==> config.mk <==
export PLATFORM = sky130hd
export DESIGN_NAME = vit_traceback
export DESIGN_NICKNAME = d
export VERILOG_FILES = /design/src/rtl/vtb_pkg.sv /design/src/rtl/vtb_stepper.sv /design/src/rtl/vtb_sequencer.sv /design/src/rtl/vtb_packer.sv /design/src/rtl/vit_traceback.sv
export SDC_FILE = /design/constraint.sdc
export NUM_CORES = 1
export LEC_CHECK = 0
export ABC_AREA = 1
export BUFFER_PORTS_ARGS = -buffer_cell sky130_fd_sc_hd__buf_4
export CAP_MARGIN = 30
export CORE_UTILIZATION = 47
export DETAILED_ROUTE_END_ITERATION = 10
export HOLD_SLACK_MARGIN = 0.08
export PLACE_DENSITY = 0.71
export SYNTH_ARGS = -nofsm -noshare
export SYNTH_HDL_FRONTEND = slang
export SYNTH_SLANG_ARGS = --single-unit
==> constraint.sdc <==
create_clock -name clk -period 4.9 [get_ports clk]
set_input_delay 0.98 -clock clk [delete_from_list [all_inputs] [get_ports clk]]
set_output_delay 0.98 -clock clk [all_outputs]
set_load 0.02 [all_outputs]
==> src/rtl/vtb_pkg.sv <==
package vtb_pkg;
  localparam int SBITS = 4;
  localparam int WBITS = 16;

  typedef logic [SBITS-1:0] trel_state_t;
  typedef logic [WBITS-1:0] dec_word_t;

  typedef enum logic [1:0] {
    PH_IDLE,
    PH_FETCH,
    PH_EVAL,
    PH_DRAIN
  } phase_t;

  // Position from the MSB of the decision belonging to state j: 2*(j mod 8) + j[3]
  function automatic logic [SBITS-1:0] decision_pos(input trel_state_t j);
    return {j[SBITS-2:0], j[SBITS-1]};
  endfunction
endpackage

==> src/rtl/vtb_stepper.sv <==
module vtb_stepper
  import vtb_pkg::*;
(
  input  logic        clk,
  input  logic        rst_n,
  input  logic        load,
  input  logic        step,
  input  dec_word_t   trn_word,
  output logic        dec_bit,
  output trel_state_t cur_state
);
  logic [SBITS-1:0] pos;
  logic             sel;

  always_comb begin
    pos     = decision_pos(cur_state);
    sel     = trn_word[4'(WBITS-1) - pos];
    dec_bit = cur_state[SBITS-1];
  end

  always_ff @(posedge clk) begin
    if (!rst_n)     cur_state <= '0;
    else if (load)  cur_state <= '0;
    else if (step)  cur_state <= {cur_state[SBITS-2:0], sel};
  end
endmodule

==> src/rtl/vtb_sequencer.sv <==
module vtb_sequencer
  import vtb_pkg::*;
#(
  parameter int MAX_WORDS = 8,
  parameter int TAIL      = 4,
  localparam int NW = $clog2(MAX_WORDS + 1),
  localparam int AW = $clog2(MAX_WORDS * WBITS + TAIL),
  localparam int IW = (MAX_WORDS > 1) ? $clog2(MAX_WORDS) : 1
) (
  input  logic          clk,
  input  logic          rst_n,
  input  logic          start,
  input  logic [NW-1:0] frame_words,
  input  logic          drain_done,
  output logic          busy,
  output logic          done,
  output logic          mem_rd_en,
  output logic [AW-1:0] mem_addr,
  output logic          load,
  output logic          step,
  output logic          emit,
  output logic [IW-1:0] word_idx,
  output logic          drain,
  output logic [NW-1:0] nwords
);
  phase_t        phase;
  logic [AW-1:0] t_cnt;
  logic [AW-1:0] data_len;
  logic          len_ok;

  always_comb begin
    len_ok    = (frame_words != '0) && (frame_words <= NW'(MAX_WORDS));
    load      = start && (phase == PH_IDLE) && len_ok;
    data_len  = AW'(nwords) << 4;
    step      = (phase == PH_EVAL);
    emit      = step && (t_cnt < data_len);
    word_idx  = IW'(t_cnt >> 4);
    mem_rd_en = (phase == PH_FETCH);
    mem_addr  = t_cnt;
    drain     = (phase == PH_DRAIN);
    busy      = (phase != PH_IDLE);
  end

  always_ff @(posedge clk) begin
    if (!rst_n) begin
      phase  <= PH_IDLE;
      t_cnt  <= '0;
      nwords <= '0;
      done   <= 1'b0;
    end else begin
      done <= 1'b0;
      unique case (phase)
        PH_IDLE: if (load) begin
          nwords <= frame_words;
          t_cnt  <= (AW'(frame_words) << 4) + AW'(TAIL - 1);
          phase  <= PH_FETCH;
        end
        PH_FETCH: phase <= PH_EVAL;
        PH_EVAL: begin
          if (t_cnt == '0) phase <= PH_DRAIN;
          else begin
            t_cnt <= t_cnt - AW'(1);
            phase <= PH_FETCH;
          end
        end
        PH_DRAIN: if (drain_done) begin
          phase <= PH_IDLE;
          done  <= 1'b1;
        end
        default: phase <= PH_IDLE;
      endcase
    end
  end
endmodule

==> src/rtl/vtb_packer.sv <==
module vtb_packer
  import vtb_pkg::*;
#(
  parameter int MAX_WORDS = 8,
  localparam int NW = $clog2(MAX_WORDS + 1),
  localparam int IW = (MAX_WORDS > 1) ? $clog2(MAX_WORDS) : 1
) (
  input  logic          clk,
  input  logic          rst_n,
  input  logic          clear,
  input  logic          emit,
  input  logic          bit_in,
  input  logic [IW-1:0] word_idx,
  input  logic          drain,
  input  logic [NW-1:0] nwords,
  input  logic          out_ready,
  output logic          out_valid,
  output dec_word_t     out_data,
  output logic          drain_done
);
  dec_word_t     acc;
  logic [3:0]    bcnt;
  logic          wr_en;
  dec_word_t     wr_word;
  dec_word_t     words_q [MAX_WORDS];
  logic [IW-1:0] rptr;
  logic          fire;

  // Bits arrive newest first; shifting in at the MSB leaves the oldest bit on top.
  always_comb begin
    wr_word = {bit_in, acc[WBITS-1:1]};
    wr_en   = emit && (bcnt == 4'd15);
  end

  always_ff @(posedge clk) begin
    if (!rst_n) begin
      acc  <= '0;
      bcnt <= '0;
    end else if (clear) begin
      bcnt <= '0;
    end else if (emit) begin
      acc  <= wr_word;
      bcnt <= bcnt + 4'd1;
    end
  end

  for (genvar g = 0; g < MAX_WORDS; g++) begin : g_slot
    always_ff @(posedge clk) begin
      if (!rst_n)                                 words_q[g] <= '0;
      else if (wr_en && (word_idx == IW'(g)))     words_q[g] <= wr_word;
    end
  end

  always_comb begin
    out_valid  = drain;
    out_data   = words_q[rptr];
    fire       = out_valid && out_ready;
    drain_done = fire && ((NW'(rptr) + NW'(1)) == nwords);
  end

  always_ff @(posedge clk) begin
    if (!rst_n)      rptr <= '0;
    else if (clear)  rptr <= '0;
    else if (fire)   rptr <= rptr + IW'(1);
  end
endmodule

==> src/rtl/vit_traceback.sv <==
module vit_traceback
  import vtb_pkg::*;
#(
  parameter int MAX_WORDS = 8,
  parameter int TAIL      = 4,
  localparam int NW = $clog2(MAX_WORDS + 1),
  localparam int AW = $clog2(MAX_WORDS * WBITS + TAIL),
  localparam int IW = (MAX_WORDS > 1) ? $clog2(MAX_WORDS) : 1
) (
  input  logic          clk,
  input  logic          rst_n,
  input  logic          start,
  input  logic [NW-1:0] frame_words,
  output logic          busy,
  output logic          done,
  output logic          mem_rd_en,
  output logic [AW-1:0] mem_addr,
  input  logic [15:0]   mem_rd_data,
  output logic          out_valid,
  input  logic          out_ready,
  output logic [15:0]   out_data
);
  logic          load, step, emit, drain, drain_done, dec_bit;
  logic [IW-1:0] word_idx;
  logic [NW-1:0] nwords;
  trel_state_t   cur_state;

  vtb_sequencer #(.MAX_WORDS(MAX_WORDS), .TAIL(TAIL)) u_seq (
    .clk(clk), .rst_n(rst_n), .start(start), .frame_words(frame_words),
    .drain_done(drain_done), .busy(busy), .done(done),
    .mem_rd_en(mem_rd_en), .mem_addr(mem_addr), .load(load), .step(step),
    .emit(emit), .word_idx(word_idx), .drain(drain), .nwords(nwords)
  );

  vtb_stepper u_step (
    .clk(clk), .rst_n(rst_n), .load(load), .step(step),
    .trn_word(mem_rd_data), .dec_bit(dec_bit), .cur_state(cur_state)
  );

  vtb_packer #(.MAX_WORDS(MAX_WORDS)) u_pack (
    .clk(clk), .rst_n(rst_n), .clear(load), .emit(emit), .bit_in(dec_bit),
    .word_idx(word_idx), .drain(drain), .nwords(nwords),
    .out_ready(out_ready), .out_valid(out_valid), .out_data(out_data),
    .drain_done(drain_done)
  );
endmodule

==> impl_metrics.env, run 1 <==
export IMPL_drcViolationCount=0
export IMPL_drt_iter0_markers=707
export IMPL_power_frac_clock_pct=40.6
export IMPL_clock_fmax_ghz=0.3010
export IMPL_postCtsSetupBuffers=0
export IMPL_path_delay_family="buffers and inverters"
export IMPL_core_sq_um=16120
export IMPL_powerDensity_nw_per_um2=366.1
export IMPL_wl_per_cell_microns=16.65
export IMPL_antenna_cells=0
export IMPL_maxUsedRoutingLayer="met4"
export IMPL_crit_required_ns=3.92
export IMPL_routabilityCongestion=0.8574
export IMPL_antenna_found_initial=0
export IMPL_cts_tree="done"
export IMPL_cpPeakStageDelay_ns=0.38
export IMPL_total_power_mw=3.297
export IMPL_initial_core_util_pct=48.87
export IMPL_met3_length_mm=1.307
export IMPL_crit_fanout=33
export IMPL_post_dp_cell_area_sq_um=8414
export IMPL_wl_met1_mm=8.490
export IMPL_yosys_warnings=0
export IMPL_portBuffers=51
export IMPL_routed_wl_mm=19.16
export IMPL_tns_ns=0
export IMPL_multiInputGateArea_sq_um=2770
export IMPL_synth_avg_cell_area_sq_um=8.829
export IMPL_criticalPathCategory="reg2out"
export IMPL_seqCellArea_sq_um=4726
export IMPL_setup_viol=0
export IMPL_layout_commonest_cell="nor2_1"
export IMPL_hold_class="reg2reg"
export IMPL_synthCells=892
export IMPL_cap_violations=0
export IMPL_finalHoldViolCount=0
export IMPL_synth_seq_cells=172
export IMPL_nets=952
export IMPL_post_place_ws_ns=1.854
export IMPL_tightest_slew_ns=0.9663
export IMPL_crit_slowest_cell="inv_1"
export IMPL_placedCellCount=1119
export IMPL_utilization_pct=55.89
export IMPL_start_kind="flip-flop"
export IMPL_areaGrowthSynthToFinish_pct=14.38
export IMPL_final_cells=1151
export IMPL_cts_buffers=17
export IMPL_layout_drive_gt1_share_pct=11.02
export IMPL_final_area_sq_um=9007
export IMPL_leakage_nw=3.507
export IMPL_ioPinCount=52
export IMPL_die_w_microns=131.4
export IMPL_synth_net_count=922
export IMPL_p_sw_share_pct=24.32
export IMPL_endpoint_kind="primary output"
export IMPL_intPower_mw=2.496
export IMPL_vias_per_cell=5.352
export IMPL_path_cells="buf_4 -> inv_1 -> buf_16 -> nor2_1 -> o21ai_0 -> a31oi_1 -> buf_4"
export IMPL_htree_levels=4
export IMPL_clock_latency_ns=0.44
export IMPL_grt_pass1_vias=5574
export IMPL_final_setup_worst_slack_ns=1.578
export IMPL_period_needed_ns=3.322
export IMPL_cpMostUsedCell="buf_4"
export IMPL_p_switching_mw=0.8019
export IMPL_fin_crit_sh_pct=67.80
export IMPL_cts_root_buffer="clkbuf_16"
export IMPL_layout_common_cells="265 x nor2_1, 164 x nand2_1, 128 x edfxtp_1"
export IMPL_clkSinkCount=172
export IMPL_cts_path_max_buffers=2
export IMPL_die_h_microns=131.4
export IMPL_ir_drop_uv=280.7
export IMPL_dr_pass1_iters=5
export IMPL_n_fill_cell=1398
export IMPL_synth_cell_types=31
export IMPL_arrival_ns=2.34
export IMPL_grt_overflow=0
export IMPL_critical_path_n_buffers_inverters=4
export IMPL_synth_edf_count=128
export IMPL_grt_pass1_wl_mm=30.03
export IMPL_yosysSeqAreaShare_pct=59.99
export IMPL_synth_ff_type="edfxtp_1"
export IMPL_rsz0062_at_grt="no"
export IMPL_dieArea_sq_um=17280
export IMPL_met2_length_mm=8.990
export IMPL_ant_nets=0
export IMPL_finalHoldWorstSlack_ns=0.4920
export IMPL_vias=6160
export IMPL_maxSlewHeadroom_pct=35.42
export IMPL_cts_reportedPaths_clkPinSlew_ns=0.06
export IMPL_grt_max_degree=65
export IMPL_synth_area_sq_um=7875
export IMPL_ys_async_sr_fraction_pct=0
export IMPL_slew_violations=0
export IMPL_rows=46
export IMPL_dp_hpwl_mm=11.83
export IMPL_ctsHoldBuffers=0
export IMPL_p_comb_share_pct=9.3
export IMPL_pwr_share_seq_pct=50.1
export IMPL_status="complete, no violations"
export IMPL_cts_repair_resized=0
export IMPL_grt_usage_pct=22.69
export IMPL_clock_skew_ns=0.005888
final timing paths:
path,from,end,slack (ns),cells past startpoint
min reg2reg,u_pack.acc[7]$_SDFFE_PN0P_,u_pack.acc[6]$_SDFFE_PN0P_,0.49,2
min,u_pack.acc[7]$_SDFFE_PN0P_,u_pack.acc[6]$_SDFFE_PN0P_,0.49,2
max,flip-flop,out_data[3],1.58,7
max reg2reg,u_seq.nwords[3]$_SDFFE_PN0P_,u_pack.words_q[2][2]$_SDFFCE_PN0P_,1.87,7
cells by family (layout without fill, tap and decap cells):
group	Yosys count	after routing	synth area share, %
AO/OA/AOI/OAI	134	134	8.882
XOR/XNOR	5	5	0.5561
adder cells (fa/ha/maj)	6	6	0.9533
buffers and inverters	97	140	4.830
flip-flops	172	172	59.99
AND/OR/NAND/NOR	478	478	24.79
Yosys cell counts, types with 3 or more instances:
library cell / number / share of area [%]
a21oi_1: 43 / 2.7
a31oi_1: 16 / 1.3
clkbuf_1: 39 / 1.9
clkinv_1: 15 / 0.71
dfxtp_1: 44 / 11
edfxtp_1: 128 / 49
ha_1: 6 / 0.95
inv_1: 35 / 1.7
nand2_1: 164 / 7.8
nand3_1: 24 / 1.5
nand3_2: 6 / 0.76
nand3_4: 3 / 0.67
nand4_1: 6 / 0.48
nor2_1: 265 / 13
nor3_1: 5 / 0.32
o21ai_0: 71 / 4.5
xor2_1: 4 / 0.44
flip-flops by register name, indices dropped and copies added (netlist names), named ones only:
name and count:
u_pack.words_q 128, u_pack.acc 15, u_seq.mem_addr 8, u_pack.bcnt 4, u_seq.nwords 4, u_step.cur_state 4
u_pack.rptr 3, u_seq.phase 2, u_seq.done 1
layer usage:
| metal | GRT usage, % | up-vias |
|---|---|---|
| li1 | - | 3014 |
| met1 | 31.36 | 2877 |
| met2 | 35.66 | 244 |
| met3 | 3.897 | 25 |
| met4 | 8.721 | 0 |
| met5 | 0 | - |
worst reg2reg max path, cell delays in order, from the launching register on:
cell	delay, ns
dfxtp_1	0.36
inv_1	0.09
ha_1	0.31
a21oi_2	0.29
nand3_4	0.39
nor2_8	0.40
nand2_1	0.09
nand2_1	0.72
power groups by stage:
stage	Combinational, mW	Clock, mW	Sequential, mW
2_1_floorplan	0.196	0	1.68
3_3_place_gp	0.301	0	1.68
3_5_place_dp	0.304	0	1.68
4_1_cts	0.305	1.35	1.65
5_1_grt	0.341	1.40	1.66
6_report	0.306	1.34	1.65
layout make-up:
class,count,area share (%)
repair buffers,56,5.028
well taps,216,3.000
clock inverters,8,0.8890
flip-flops and latches,172,52.47
clock buffers,24,5.695
multi-input cells,623,30.75
inverters,52,2.167
Power figures use the tool's default switching activity.
==> run 2, diff against run 1 <==
Settings changed: PLACE_DENSITY 0.71 to 0.74.
Clock period 4.9 ns to 3 ns, I/O delays scaled along.
==> run 2 against run 1 <==
  * Die area stayed put
  * Global-route usage down 1.4 points
  * Clock power grew 51%
  * Largest cell class unchanged
  * Core utilization shrank 0.23 points
  * Sequential share of layout area rose by 0.21 points
  * Largest power group unchanged
  * Sequential power is 64% higher
  * Design area fell by 0.40%
  * Non-clock buffer count up 5
  * Critical endpoint is now out_data[6]
==> impl_metrics.env, run 2 (synthesized netlist as in run 1, its figures left out) <==
export IMPL_status="complete, no violations"
export IMPL_portBuffers=51
export IMPL_power_frac_clock_pct=38.9
export IMPL_nets=957
export IMPL_rsz0062_at_grt="no"
export IMPL_cts_path_max_buffers=2
export IMPL_leakage_nw=3.484
export IMPL_ant_nets=0
export IMPL_ctsHoldBuffers=0
export IMPL_path_delay_family="compound AO/OA/AOI/OAI gates"
export IMPL_dp_hpwl_mm=11.87
export IMPL_multiInputGateArea_sq_um=2770
export IMPL_drcViolationCount=0
export IMPL_setup_viol=0
export IMPL_ioPinCount=52
export IMPL_rows=46
export IMPL_routed_wl_mm=17.40
export IMPL_dr_pass1_iters=6
export IMPL_endpoint_kind="primary output"
export IMPL_cpPeakStageDelay_ns=0.53
export IMPL_finalHoldViolCount=0
export IMPL_clock_skew_ns=0.01479
export IMPL_grt_usage_pct=21.26
export IMPL_top_register="u_pack.words_q"
export IMPL_clock_latency_ns=0.44
export IMPL_cap_violations=0
export IMPL_crit_required_ns=2.40
export IMPL_clkSinkCount=172
export IMPL_layout_commonest_cell="nor2_1"
export IMPL_critical_path_n_buffers_inverters=2
export IMPL_grt_pass1_wl_mm=28.67
export IMPL_cts_repair_resized=0
export IMPL_criticalPathCategory="reg2out"
export IMPL_drt_iter0_markers=804
export IMPL_tightest_slew_ns=0.7742
export IMPL_cts_root_buffer="clkbuf_16"
export IMPL_vias=6120
export IMPL_n_fill_cell=1436
export IMPL_intPower_mw=3.938
export IMPL_p_sw_share_pct=24.63
export IMPL_areaGrowthSynthToFinish_pct=13.92
export IMPL_dieArea_sq_um=17280
export IMPL_fin_crit_sh_pct=95.01
export IMPL_arrival_ns=2.25
export IMPL_hold_class="in2reg"
export IMPL_core_sq_um=16120
export IMPL_die_h_microns=131.4
export IMPL_grt_max_degree=65
export IMPL_antenna_found_initial=0
export IMPL_antenna_cells=0
export IMPL_seqCellArea_sq_um=4726
export IMPL_min_from="frame_words[1]"
export IMPL_htree_levels=4
export IMPL_clock_fmax_ghz=0.3508
export IMPL_final_area_sq_um=8971
export IMPL_cts_tree="done"
export IMPL_p_comb_share_pct=9.5
export IMPL_die_w_microns=131.4
export IMPL_period_needed_ns=2.850
export IMPL_maxSlewHeadroom_pct=48.33
export IMPL_wl_per_cell_microns=15.05
export IMPL_slew_violations=0
export IMPL_cts_reportedPaths_clkPinSlew_ns=0.06
export IMPL_start_kind="flip-flop"
export IMPL_largest_reg_flops=128
export IMPL_cts_buffers=17
export IMPL_post_dp_cell_area_sq_um=8432
export IMPL_layout_common_cells="265 x nor2_1, 164 x nand2_1, 128 x edfxtp_1"
export IMPL_p_switching_mw=1.287
export IMPL_ir_drop_uv=443.2
export IMPL_tns_ns=0
export IMPL_grt_pass1_vias=5626
export IMPL_crit_slowest_cell="buf_4"
export IMPL_layout_drive_gt1_share_pct=11.17
export IMPL_r2r_start="u_seq.nwords[3]$_SDFFE_PN0P_"
export IMPL_path_cells="buf_4 -> o21ai_0 -> o21ai_0 -> a21oi_1 -> a31oi_1 -> buf_4"
export IMPL_routabilityCongestion=0.8668
export IMPL_powerDensity_nw_per_um2=582.5
export IMPL_crit_fanout=64
export IMPL_grt_overflow=0
export IMPL_pwr_share_seq_pct=51.6
export IMPL_postCtsSetupBuffers=0
export IMPL_initial_core_util_pct=48.87
export IMPL_vias_per_cell=5.294
==> run 2: path summary, 6_finish.rpt <==
| check | slack [ns] | end | cells after the start |
|---|---|---|---|
| min | 0.47 | u_seq.nwords[1]$_SDFFE_PN0P_ | 3 |
| max reg2reg | 0.54 | u_pack.words_q[7][0]$_SDFFCE_PN0P_ | 7 |
| max | 0.15 | out_data[6] | 6 |
| min reg2reg | 0.49 | u_pack.acc[5]$_SDFFE_PN0P_ | 2 |
==> run 2: final cells by class <==
class,instances,area share (%)
clock buffers,22,4.951
multi-input cells,623,30.88
clock inverters,10,1.060
repair buffers,61,5.244
flip-flops and latches,172,52.68
well taps,216,3.013
inverters,52,2.176
==> run 2: worst min-delay path, delay by kind of cell <==
kind | cells | cell delay [ns]
buffers and inverters | 1 | 0.12
and+or+nand+nor | 1 | 0.09
AOI/OAI and AO/OA | 1 | 0.04
==> run 2: per-stage QoR <==
step	util [%]	std cells	power, mW	setup slack (ns)	hold WS, ns
floorplan	-	892	3.066	0.6782	0.4573
global placement	52.32	1124	3.228	0.6217	0.4712
detailed placement	52.32	1124	3.239	0.5302	0.4771
CTS	55.67	1156	5.239	0.1241	0.4633
global route	55.67	1156	5.400	0.007303	0.4970
finish	55.67	1156	5.225	0.1496	0.4746
==> run 2: power groups by stage <==
| stage | combinational, mW | sequential [mW] | clock, mW |
|---|---|---|---|
| after floorplan | 0.320 | 2.75 | 0 |
| after global placement | 0.487 | 2.74 | 0 |
| after detailed placement | 0.494 | 2.75 | 0 |
| after CTS | 0.496 | 2.69 | 2.05 |
| after global routing | 0.555 | 2.71 | 2.14 |
| final | 0.498 | 2.70 | 2.03 |
==> run 2: routing by layer <==
layer / vias to the layer above / track usage [%] / routed length, microns
li1: 3024 / - / -
met1: 2858 / 30.16 / 7968
met4: 0 / 6.783 / 233
met3: 22 / 4.321 / 1214
met5: - / 0 / 0
met2: 216 / 32.66 / 7988
